`src/rtl/asram_pkg.sv`:
```
package asram_pkg;

    typedef enum logic [2:0] {
        PH_IDLE,
        PH_READ,
        PH_WRITE,
        PH_WREL,
        PH_HOLD
    } phase_e;

    // Whole clock cycles covering a picosecond interval, never below one.
    function automatic int unsigned ps_to_cyc(input int unsigned ps, input int unsigned clk_ps);
        int unsigned r;
        r = (ps + clk_ps - 1) / clk_ps;
        if (r < 1) r = 1;
        return r;
    endfunction

    function automatic int unsigned umax(input int unsigned a, input int unsigned b);
        return (a > b) ? a : b;
    endfunction

endpackage

```
`src/rtl/asram_down_counter.sv`:
```
module asram_down_counter #(
    parameter int unsigned W = 4
) (
    input  logic         clk,
    input  logic         rst_n,
    input  logic         load,
    input  logic [W-1:0] load_val,
    output logic         zero
);

    logic [W-1:0] cnt_d, cnt_q;

    always_comb begin
        cnt_d = cnt_q;
        if (load) begin
            cnt_d = load_val;
        end else if (cnt_q != '0) begin
            cnt_d = cnt_q - 1'b1;
        end
    end

    always_ff @(posedge clk or negedge rst_n) begin
        if (!rst_n) cnt_q <= '0;
        else        cnt_q <= cnt_d;
    end

    assign zero = (cnt_q == '0);

endmodule

```
`src/rtl/asram_cycle_master.sv`:
```
module asram_cycle_master
    import asram_pkg::*;
#(
    parameter int unsigned AW       = 17,
    parameter int unsigned DW       = 8,
    parameter int unsigned T_CLK    = 8000,   // clock period, ps
    parameter int unsigned T_AA     = 70000,  // address to read data
    parameter int unsigned T_OE     = 35000,  // read-drive enable to read data
    parameter int unsigned T_CYC    = 70000,  // minimum cycle
    parameter int unsigned T_WP     = 55000,  // write strobe width
    parameter int unsigned T_DW     = 30000,  // data setup to strobe rise
    parameter int unsigned T_AW     = 65000,  // address setup to strobe rise
    parameter int unsigned T_WAH    = 5000,   // address hold after strobe rise
    parameter int unsigned T_EAH    = 15000,  // address hold after select rise
    parameter int unsigned TURN_CYC = 1       // driver-off cycles after read drive
) (
    input  logic          clk,
    input  logic          rst_n,
    input  logic          req_valid_i,
    output logic          req_ready_o,
    input  logic          req_write_i,
    input  logic [AW-1:0] req_addr_i,
    input  logic [DW-1:0] req_wdata_i,
    output logic          rsp_valid_o,
    output logic [DW-1:0] rsp_rdata_o,
    output logic [AW-1:0] mem_addr_o,
    output logic          mem_ce_n_o,
    output logic          mem_oe_n_o,
    output logic          mem_we_n_o,
    input  logic [DW-1:0] mem_dq_i,
    output logic [DW-1:0] mem_dq_o,
    output logic          mem_dq_oe_o
);

    localparam int unsigned RD_CYC  = umax(umax(ps_to_cyc(T_AA, T_CLK), ps_to_cyc(T_OE, T_CLK)),
                                           ps_to_cyc(T_CYC, T_CLK));
    localparam int unsigned WP_CYC  = umax(umax(ps_to_cyc(T_WP, T_CLK), ps_to_cyc(T_DW, T_CLK)),
                                           umax(ps_to_cyc(T_AW, T_CLK), ps_to_cyc(T_CYC, T_CLK)));
    localparam int unsigned WAH_CYC = ps_to_cyc(T_WAH, T_CLK);
    localparam int unsigned EAH_CYC = ps_to_cyc(T_EAH, T_CLK);
    localparam int unsigned TRN_CYC = (TURN_CYC < 1) ? 1 : TURN_CYC;
    localparam int unsigned MAX_CYC = umax(umax(RD_CYC, WP_CYC), umax(WAH_CYC, EAH_CYC));
    localparam int unsigned CW      = $clog2(MAX_CYC + 1);
    localparam int unsigned TW      = $clog2(TRN_CYC + 1);

    typedef struct packed {
        phase_e        phase;
        logic [AW-1:0] addr;
        logic [DW-1:0] dout;
        logic [DW-1:0] rdata;
        logic          ce_n;
        logic          oe_n;
        logic          we_n;
        logic          dq_oe;
        logic          rvalid;
    } ctl_t;

    ctl_t          s_d, s_q;
    logic          ph_load, ph_zero;
    logic [CW-1:0] ph_val;
    logic          trn_load, trn_zero;
    logic          ready;

    asram_down_counter #(.W(CW)) u_phase_cnt (
        .clk      (clk),
        .rst_n    (rst_n),
        .load     (ph_load),
        .load_val (ph_val),
        .zero     (ph_zero)
    );

    asram_down_counter #(.W(TW)) u_turn_cnt (
        .clk      (clk),
        .rst_n    (rst_n),
        .load     (trn_load),
        .load_val (TW'(TRN_CYC)),
        .zero     (trn_zero)
    );

    assign ready = (s_q.phase == PH_IDLE) && trn_zero;

    always_comb begin
        s_d      = s_q;
        s_d.rvalid = 1'b0;
        ph_load  = 1'b0;
        ph_val   = '0;
        trn_load = 1'b0;
        case (s_q.phase)
            PH_IDLE: begin
                if (req_valid_i && ready) begin
                    s_d.addr = req_addr_i;
                    s_d.ce_n = 1'b0;
                    ph_load  = 1'b1;
                    if (req_write_i) begin
                        s_d.we_n  = 1'b0;
                        s_d.dq_oe = 1'b1;
                        s_d.dout  = req_wdata_i;
                        s_d.phase = PH_WRITE;
                        ph_val    = CW'(WP_CYC - 1);
                    end else begin
                        s_d.oe_n  = 1'b0;
                        s_d.phase = PH_READ;
                        ph_val    = CW'(RD_CYC - 1);
                    end
                end
            end
            PH_READ: begin
                if (ph_zero) begin
                    s_d.rdata  = mem_dq_i;
                    s_d.rvalid = 1'b1;
                    s_d.ce_n   = 1'b1;
                    s_d.oe_n   = 1'b1;
                    trn_load   = 1'b1;
                    s_d.phase  = PH_HOLD;
                    ph_load    = 1'b1;
                    ph_val     = CW'(EAH_CYC - 1);
                end
            end
            PH_WRITE: begin
                if (ph_zero) begin
                    s_d.we_n  = 1'b1;
                    s_d.phase = PH_WREL;
                    ph_load   = 1'b1;
                    ph_val    = CW'(WAH_CYC - 1);
                end
            end
            PH_WREL: begin
                if (ph_zero) begin
                    s_d.ce_n  = 1'b1;
                    s_d.dq_oe = 1'b0;
                    s_d.phase = PH_HOLD;
                    ph_load   = 1'b1;
                    ph_val    = CW'(EAH_CYC - 1);
                end
            end
            PH_HOLD: begin
                if (ph_zero) s_d.phase = PH_IDLE;
            end
            default: s_d.phase = PH_IDLE;
        endcase
    end

    always_ff @(posedge clk or negedge rst_n) begin
        if (!rst_n) begin
            s_q.phase  <= PH_IDLE;
            s_q.addr   <= '0;
            s_q.dout   <= '0;
            s_q.rdata  <= '0;
            s_q.ce_n   <= 1'b1;
            s_q.oe_n   <= 1'b1;
            s_q.we_n   <= 1'b1;
            s_q.dq_oe  <= 1'b0;
            s_q.rvalid <= 1'b0;
        end else begin
            s_q <= s_d;
        end
    end

    assign req_ready_o = ready;
    assign rsp_valid_o = s_q.rvalid;
    assign rsp_rdata_o = s_q.rdata;
    assign mem_addr_o  = s_q.addr;
    assign mem_ce_n_o  = s_q.ce_n;
    assign mem_oe_n_o  = s_q.oe_n;
    assign mem_we_n_o  = s_q.we_n;
    assign mem_dq_o    = s_q.dout;
    assign mem_dq_oe_o = s_q.dq_oe;

    AST_OE_WE_EXCL: assert property (@(posedge clk) disable iff (!rst_n)
        !(!mem_oe_n_o && !mem_we_n_o));
    AST_NO_CONTENTION: assert property (@(posedge clk) disable iff (!rst_n)
        mem_dq_oe_o |-> mem_oe_n_o);
    AST_ADDR_STABLE: assert property (@(posedge clk) disable iff (!rst_n)
        (!mem_ce_n_o && !$past(mem_ce_n_o)) |-> $stable(mem_addr_o));
    AST_WE_FIRST: assert property (@(posedge clk) disable iff (!rst_n)
        $rose(mem_ce_n_o) |-> (mem_we_n_o && $past(mem_we_n_o)));
    AST_READY_DESELECT: assert property (@(posedge clk) disable iff (!rst_n)
        req_ready_o |-> mem_ce_n_o);
    AST_RSP_PULSE: assert property (@(posedge clk) disable iff (!rst_n)
        rsp_valid_o |=> !rsp_valid_o);

endmodule

```
`config.mk`:
```
export PLATFORM = sky130hd
export DESIGN_NAME = asram_cycle_master
export DESIGN_NICKNAME = d
export VERILOG_FILES = /design/src/rtl/asram_pkg.sv /design/src/rtl/asram_down_counter.sv /design/src/rtl/asram_cycle_master.sv
export SDC_FILE = /design/constraint.sdc
export NUM_CORES = 1
export LEC_CHECK = 0
export BUFFER_PORTS_ARGS = -buffer_cell sky130_fd_sc_hd__clkbuf_2
export CORE_MARGIN = 3
export CORE_UTILIZATION = 49
export CTS_CLUSTER_DIAMETER = 50
export DETAILED_ROUTE_END_ITERATION = 12
export GPL_TIMING_DRIVEN = 0
export PLACE_DENSITY = 0.91
export SYNTH_ARGS = -nofsm -noshare
export SYNTH_HDL_FRONTEND = slang
export SYNTH_SLANG_ARGS = --single-unit
```
`constraint.sdc`:
```
create_clock -name clk -period 2.6 [get_ports clk]
set_clock_uncertainty 0.05 [all_clocks]
set_input_delay 0.13 -clock clk [delete_from_list [all_inputs] [get_ports clk]]
set_output_delay 0.13 -clock clk [all_outputs]
set_load 0.02 [all_outputs]
```
Word level (Yosys, flattened, before mapping)
Index checks and enable logic that the tools add are counted.
- output and inout bits: 39
- input bits: 37
- bits in registers: 46
- word-level logic and storage cells: 74
- equality and inequality tests: 12
- add/subtract/negate cells: 2
- bitwise logic cells: 1
- muxes and demuxes: 28
- reductions and logical operators: 20
- operator list (kind ; number):
    $mux 28 ; 1
    $reduce_and 4->1 ; 5
    $mux 4 ; 4
    $ne 2x2->1 const B ; 6
    $pmux 3 s4 ; 1
    $mux 1 ; 9
    $mux 3 ; 3
    $mux 8 ; 1
    $pmux 1 s2 ; 4
    $pmux 4 s2 ; 1
    $reduce_bool 2->1 ; 4
    $eq 3x2->1 const B ; 2
    $mux 2 ; 3
    $logic_not 4->1 ; 1
    $ne 2x1->1 const B ; 2
    $reduce_and 2->1 ; 2
    $reduce_bool 4->1 ; 1
    $sub 4x1->4 const B ; 1
    $eq 3x1->1 const B ; 1
    $eq 3x3->1 const B ; 1
    $logic_not 3->1 ; 1
    $pmux 1 s3 ; 1
    $reduce_and 3->1 ; 1
    $reduce_bool 3->1 ; 1
    5 further kinds ; 6

Logic depth before layout (Yosys ltp)
- depth after elaboration: 6
- depth in mapped cells: 7
- mapped depth without buffers: 5

By module
A second synthesis with hierarchy kept.
- cell total of the unflattened synthesis: 165
- area, all modules: 2200.9 sq um
- modules (own cells, without submodules) (module ; instances ; cells each ; area each (sq um) ; seq. area each (sq um)):
    asram_cycle_master ; 1 ; 140 ; 1931.9 ; 1029.7
    asram_down_counter at u_phase_cnt ; 1 ; 22 ; 234.0 ; 100.1
    asram_down_counter at u_turn_cnt ; 1 ; 3 ; 35.0 ; 25.0

Worst setup path after synthesis
Ideal clock, no wire load.
- path kind: reg2reg
- start: register u_phase_cnt.cnt_q[0]
- end: register s_q, in the netlist rsp_rdata_o[0]
- arrival time: 1913 ps
- stages on the path, launching flop included: 8
- required time: 2425 ps
- buffers on the path: 2
- library setup time: 125 ps
- setup slack: 512 ps
- clock period less this slack: 2088 ps
- path through: dfrtp_1 > inv_1 > ha_1 > or3b_1 > buf_2 > or3_1 > buf_6 > mux2_4
- word-level cells in the longest chain between the ends: 2
- RTL lines (item ; line ; RTL):
    start: declaration ; asram_down_counter.sv:11 ; logic [W-1:0] cnt_d, cnt_q;
    start signal: assignment ; asram_down_counter.sv:24 ; else cnt_q <= cnt_d;
    $logic_not 4->1 ; asram_down_counter.sv:27 ; assign zero = (cnt_q == '0);
    $reduce_and 2->1 (no source line) ; -- ;
    end: declaration ; asram_cycle_master.sv:58 ; ctl_t s_d, s_q;
Every way passes these cells.
A chain may end at the register's enable or synchronous reset.

Worst setup path in the final report
- start: register u_phase_cnt.cnt_q[0]
- end: register s_q, in the netlist rsp_rdata_o[1]
Same word-level chain as after synthesis.

==> flow_metrics.env <==
export IMPL_setup_tns_ns=0
export IMPL_root_buffer="clkbuf_8"
export IMPL_setup_worst_path_end_class="register"
export IMPL_cap_violations=0
export IMPL_seqCellArea_sq_um=1130
export IMPL_ant_nets=0
export IMPL_stdcell_area_sq_um=2710
export IMPL_grt_pass1_wl_mm=6.40
export IMPL_num_antenna_cells=0
export IMPL_area_growth_pct=25.4
export IMPL_ys_seq_area_frac=0.523
export IMPL_synth_seq_cells=45
export IMPL_io_pins=76
export IMPL_htreeDepth=2
export IMPL_die_h_microns=72.4
export IMPL_synth_flop_cell="dfrtp_1"
export IMPL_antenna_found_initial=0
export IMPL_wl_per_cell_microns=13.3
export IMPL_cp_start_kind="register"
export IMPL_place_hpwl_mm=2.91
export IMPL_cellLeakagePower_nw=1.45
export IMPL_gp_congestion=0.761
export IMPL_maxSlewHeadroom=0.270
export IMPL_violations="negative hold slack"
export IMPL_place_port_buffers=74
export IMPL_clock_sinks=45
export IMPL_vdd_drop_max_mv=0.533
export IMPL_netlist_area_sq_um=2160
export IMPL_synth_nets=200
export IMPL_start_util=0.524
export IMPL_vias=1411
export IMPL_critical_path_class="reg -> reg"
export IMPL_clk_latency_ns=0.29
export IMPL_routed_wl_mm=3.92
export IMPL_postCtsResizedCells=0
export IMPL_power_mw=3.78
export IMPL_cts_buffers=5
export IMPL_worst_hold_slack_ns=-0.0166
export IMPL_mostFrequentLayoutCell="clkbuf_2"
export IMPL_placementRows=23
export IMPL_period_share=0.847
export IMPL_min_path_type="in -> async"
export IMPL_synthCells=162
export IMPL_nets=281
export IMPL_max_freq_ghz=0.454
export IMPL_clk_path_buf_depth=2
export IMPL_grt_usage=0.158
export IMPL_finalCriticalPeriod_ns=2.20
export IMPL_drtIter0Drc=34
export IMPL_fp_dieW_microns=72.4
export IMPL_yosys_warnings=0
export IMPL_rsz0062_at_grt="no"
export IMPL_async_reset_ff_frac=1.00
export IMPL_first_global_vias=1484
export IMPL_worst_pin_slew_ns=1.09
export IMPL_cts_tree="built"
export IMPL_filler_cell_count=328
export IMPL_status="finished with violations"
export IMPL_crit_fanout=10
export IMPL_post_route_drc_count=0
export IMPL_coreArea_sq_um=4120
export IMPL_worstPathArrival_ns=2.33
export IMPL_firstDrtPassIters=4
export IMPL_dieArea_sq_um=5240
export IMPL_grt_max_degree=46
export IMPL_clkTransAtPathRegs_ns=0.08
export IMPL_synth_edf_count=0
export IMPL_finalSetupViolCount=0
export IMPL_layout_drive_gt1_share=0.660
export IMPL_placed_area_sq_um=2590
export IMPL_powerDensity_nw_per_um2=1400
export IMPL_hold_viol=35
export IMPL_viasPerCell=4.80
export IMPL_multi_input_comb_area_sq_um=713
export IMPL_hold_buffers=0
export IMPL_synth_cell_types=37
export IMPL_overflow=0
export IMPL_critPathRequiredTime_ns=2.73
export IMPL_post_cts_setup_buffers=0
export IMPL_final_cell_mix="74 x clkbuf_2, 42 x dfrtp_1, 35 x buf_4, 17 x mux2_4, 16 x mux2_2"
export IMPL_avgSynthCellArea_sq_um=13.3
export IMPL_final_max_slew_viol_count=0
==> report_power, final <==
part / switching (mW) / internal [mW] / leakage [nW]
clock network: 0.223 / 0.313 / 0.0585
logic: 0.913 / 1.05 / 0.855
registers: 0.214 / 1.06 / 0.534
==> flip-flops by register name, summed over array words and instances (netlist names) <==
signal,count
mem_addr_o,17
mem_oe_n_o,1
rsp_valid_o,1
u_phase_cnt.cnt_q,4
s_q,3
mem_dq_o,8
mem_ce_n_o,1
mem_we_n_o,1
mem_dq_oe_o,1
rsp_rdata_o,8
==> cells by family (layout without fill, tap and decap cells) <==
group | count (synthesis) | count (layout) | synth area share
AOI/OAI and AO/OA | 17 | 17 | 0.0551
adders and majority gates | 1 | 1 | 0.00580
buffers and inverters | 44 | 126 | 0.146
DFF | 45 | 45 | 0.523
muxes | 34 | 34 | 0.206
and+or+nand+nor | 21 | 21 | 0.0632
==> synth_stat cells (2+ instances only) <==
library cell / count / area, sq um
dfrtp_1: 42 / 1050
buf_4: 35 / 263
mux2_4: 17 / 255
mux2_2: 16 / 180
inv_1: 5 / 18.8
nor2_1: 4 / 15.0
o21ai_0: 4 / 20.0
a21oi_1: 3 / 15.0
dfstp_2: 3 / 78.8
nand2_1: 3 / 11.3
buf_6: 2 / 22.5
o21a_1: 2 / 15.0
or3_1: 2 / 12.5
==> layer usage <==
layer  vias to the layer above  global-route usage  part of all wire
li1                        683                   -                 -
met3                         4              0.0526             0.073
met4                         0              0.0553            0.0064
met1                       675               0.185              0.40
met5                         -                   0                 0
met2                        49               0.272              0.52
==> critical path: stages, from the launching register on <==
cell,delay [ns]
dfrtp_1,0.42
inv_1,0.07
ha_1,0.21
or3b_1,0.35
buf_2,0.17
or3_1,0.36
buf_6,0.16
mux2_4,0.30
==> area by class of cell <==
| cell class | instances | area share |
|---|---|---|
| clock buffer | 7 | 0.0319 |
| timing repair buffer | 74 | 0.137 |
| inverter | 6 | 0.00924 |
| tap | 50 | 0.0231 |
| clock inverter | 1 | 0.0111 |
| multi-input combinational | 73 | 0.263 |
| buffer | 38 | 0.107 |
| sequential | 45 | 0.417 |
==> per-stage QoR <==
stage	utilization	cells	setup slack (ns)
after global routing	0.658	294	0.324
after floorplan	-	162	0.512
after global placement	0.630	286	0.438
after detailed placement	0.630	286	0.410
final	0.658	294	0.398
after CTS	0.658	294	0.394
==> path summary, 6_finish.rpt <==
path,start,slack [ns],cells after the start,to
hold reg to reg,mem_oe_n_o$_DFFE_PN1P_,0.44,2,mem_oe_n_o$_DFFE_PN1P_
max in group asynchronous,rst_n,1.85,1,rsp_valid_o$_DFF_PN0_
setup reg to reg,u_phase_cnt.cnt_q[0]$_DFFE_PN0P_,0.40,7,rsp_rdata_o[1]$_DFFE_PN0P_
min in group clk,req_addr_i[15],0.01,2,mem_addr_o[15]$_DFFE_PN0P_
setup / recovery,u_phase_cnt.cnt_q[0]$_DFFE_PN0P_,0.40,7,rsp_rdata_o[1]$_DFFE_PN0P_
hold / removal,rst_n,-0.02,1,mem_addr_o[1]$_DFFE_PN0P_
Power figures use the tool's default switching activity.
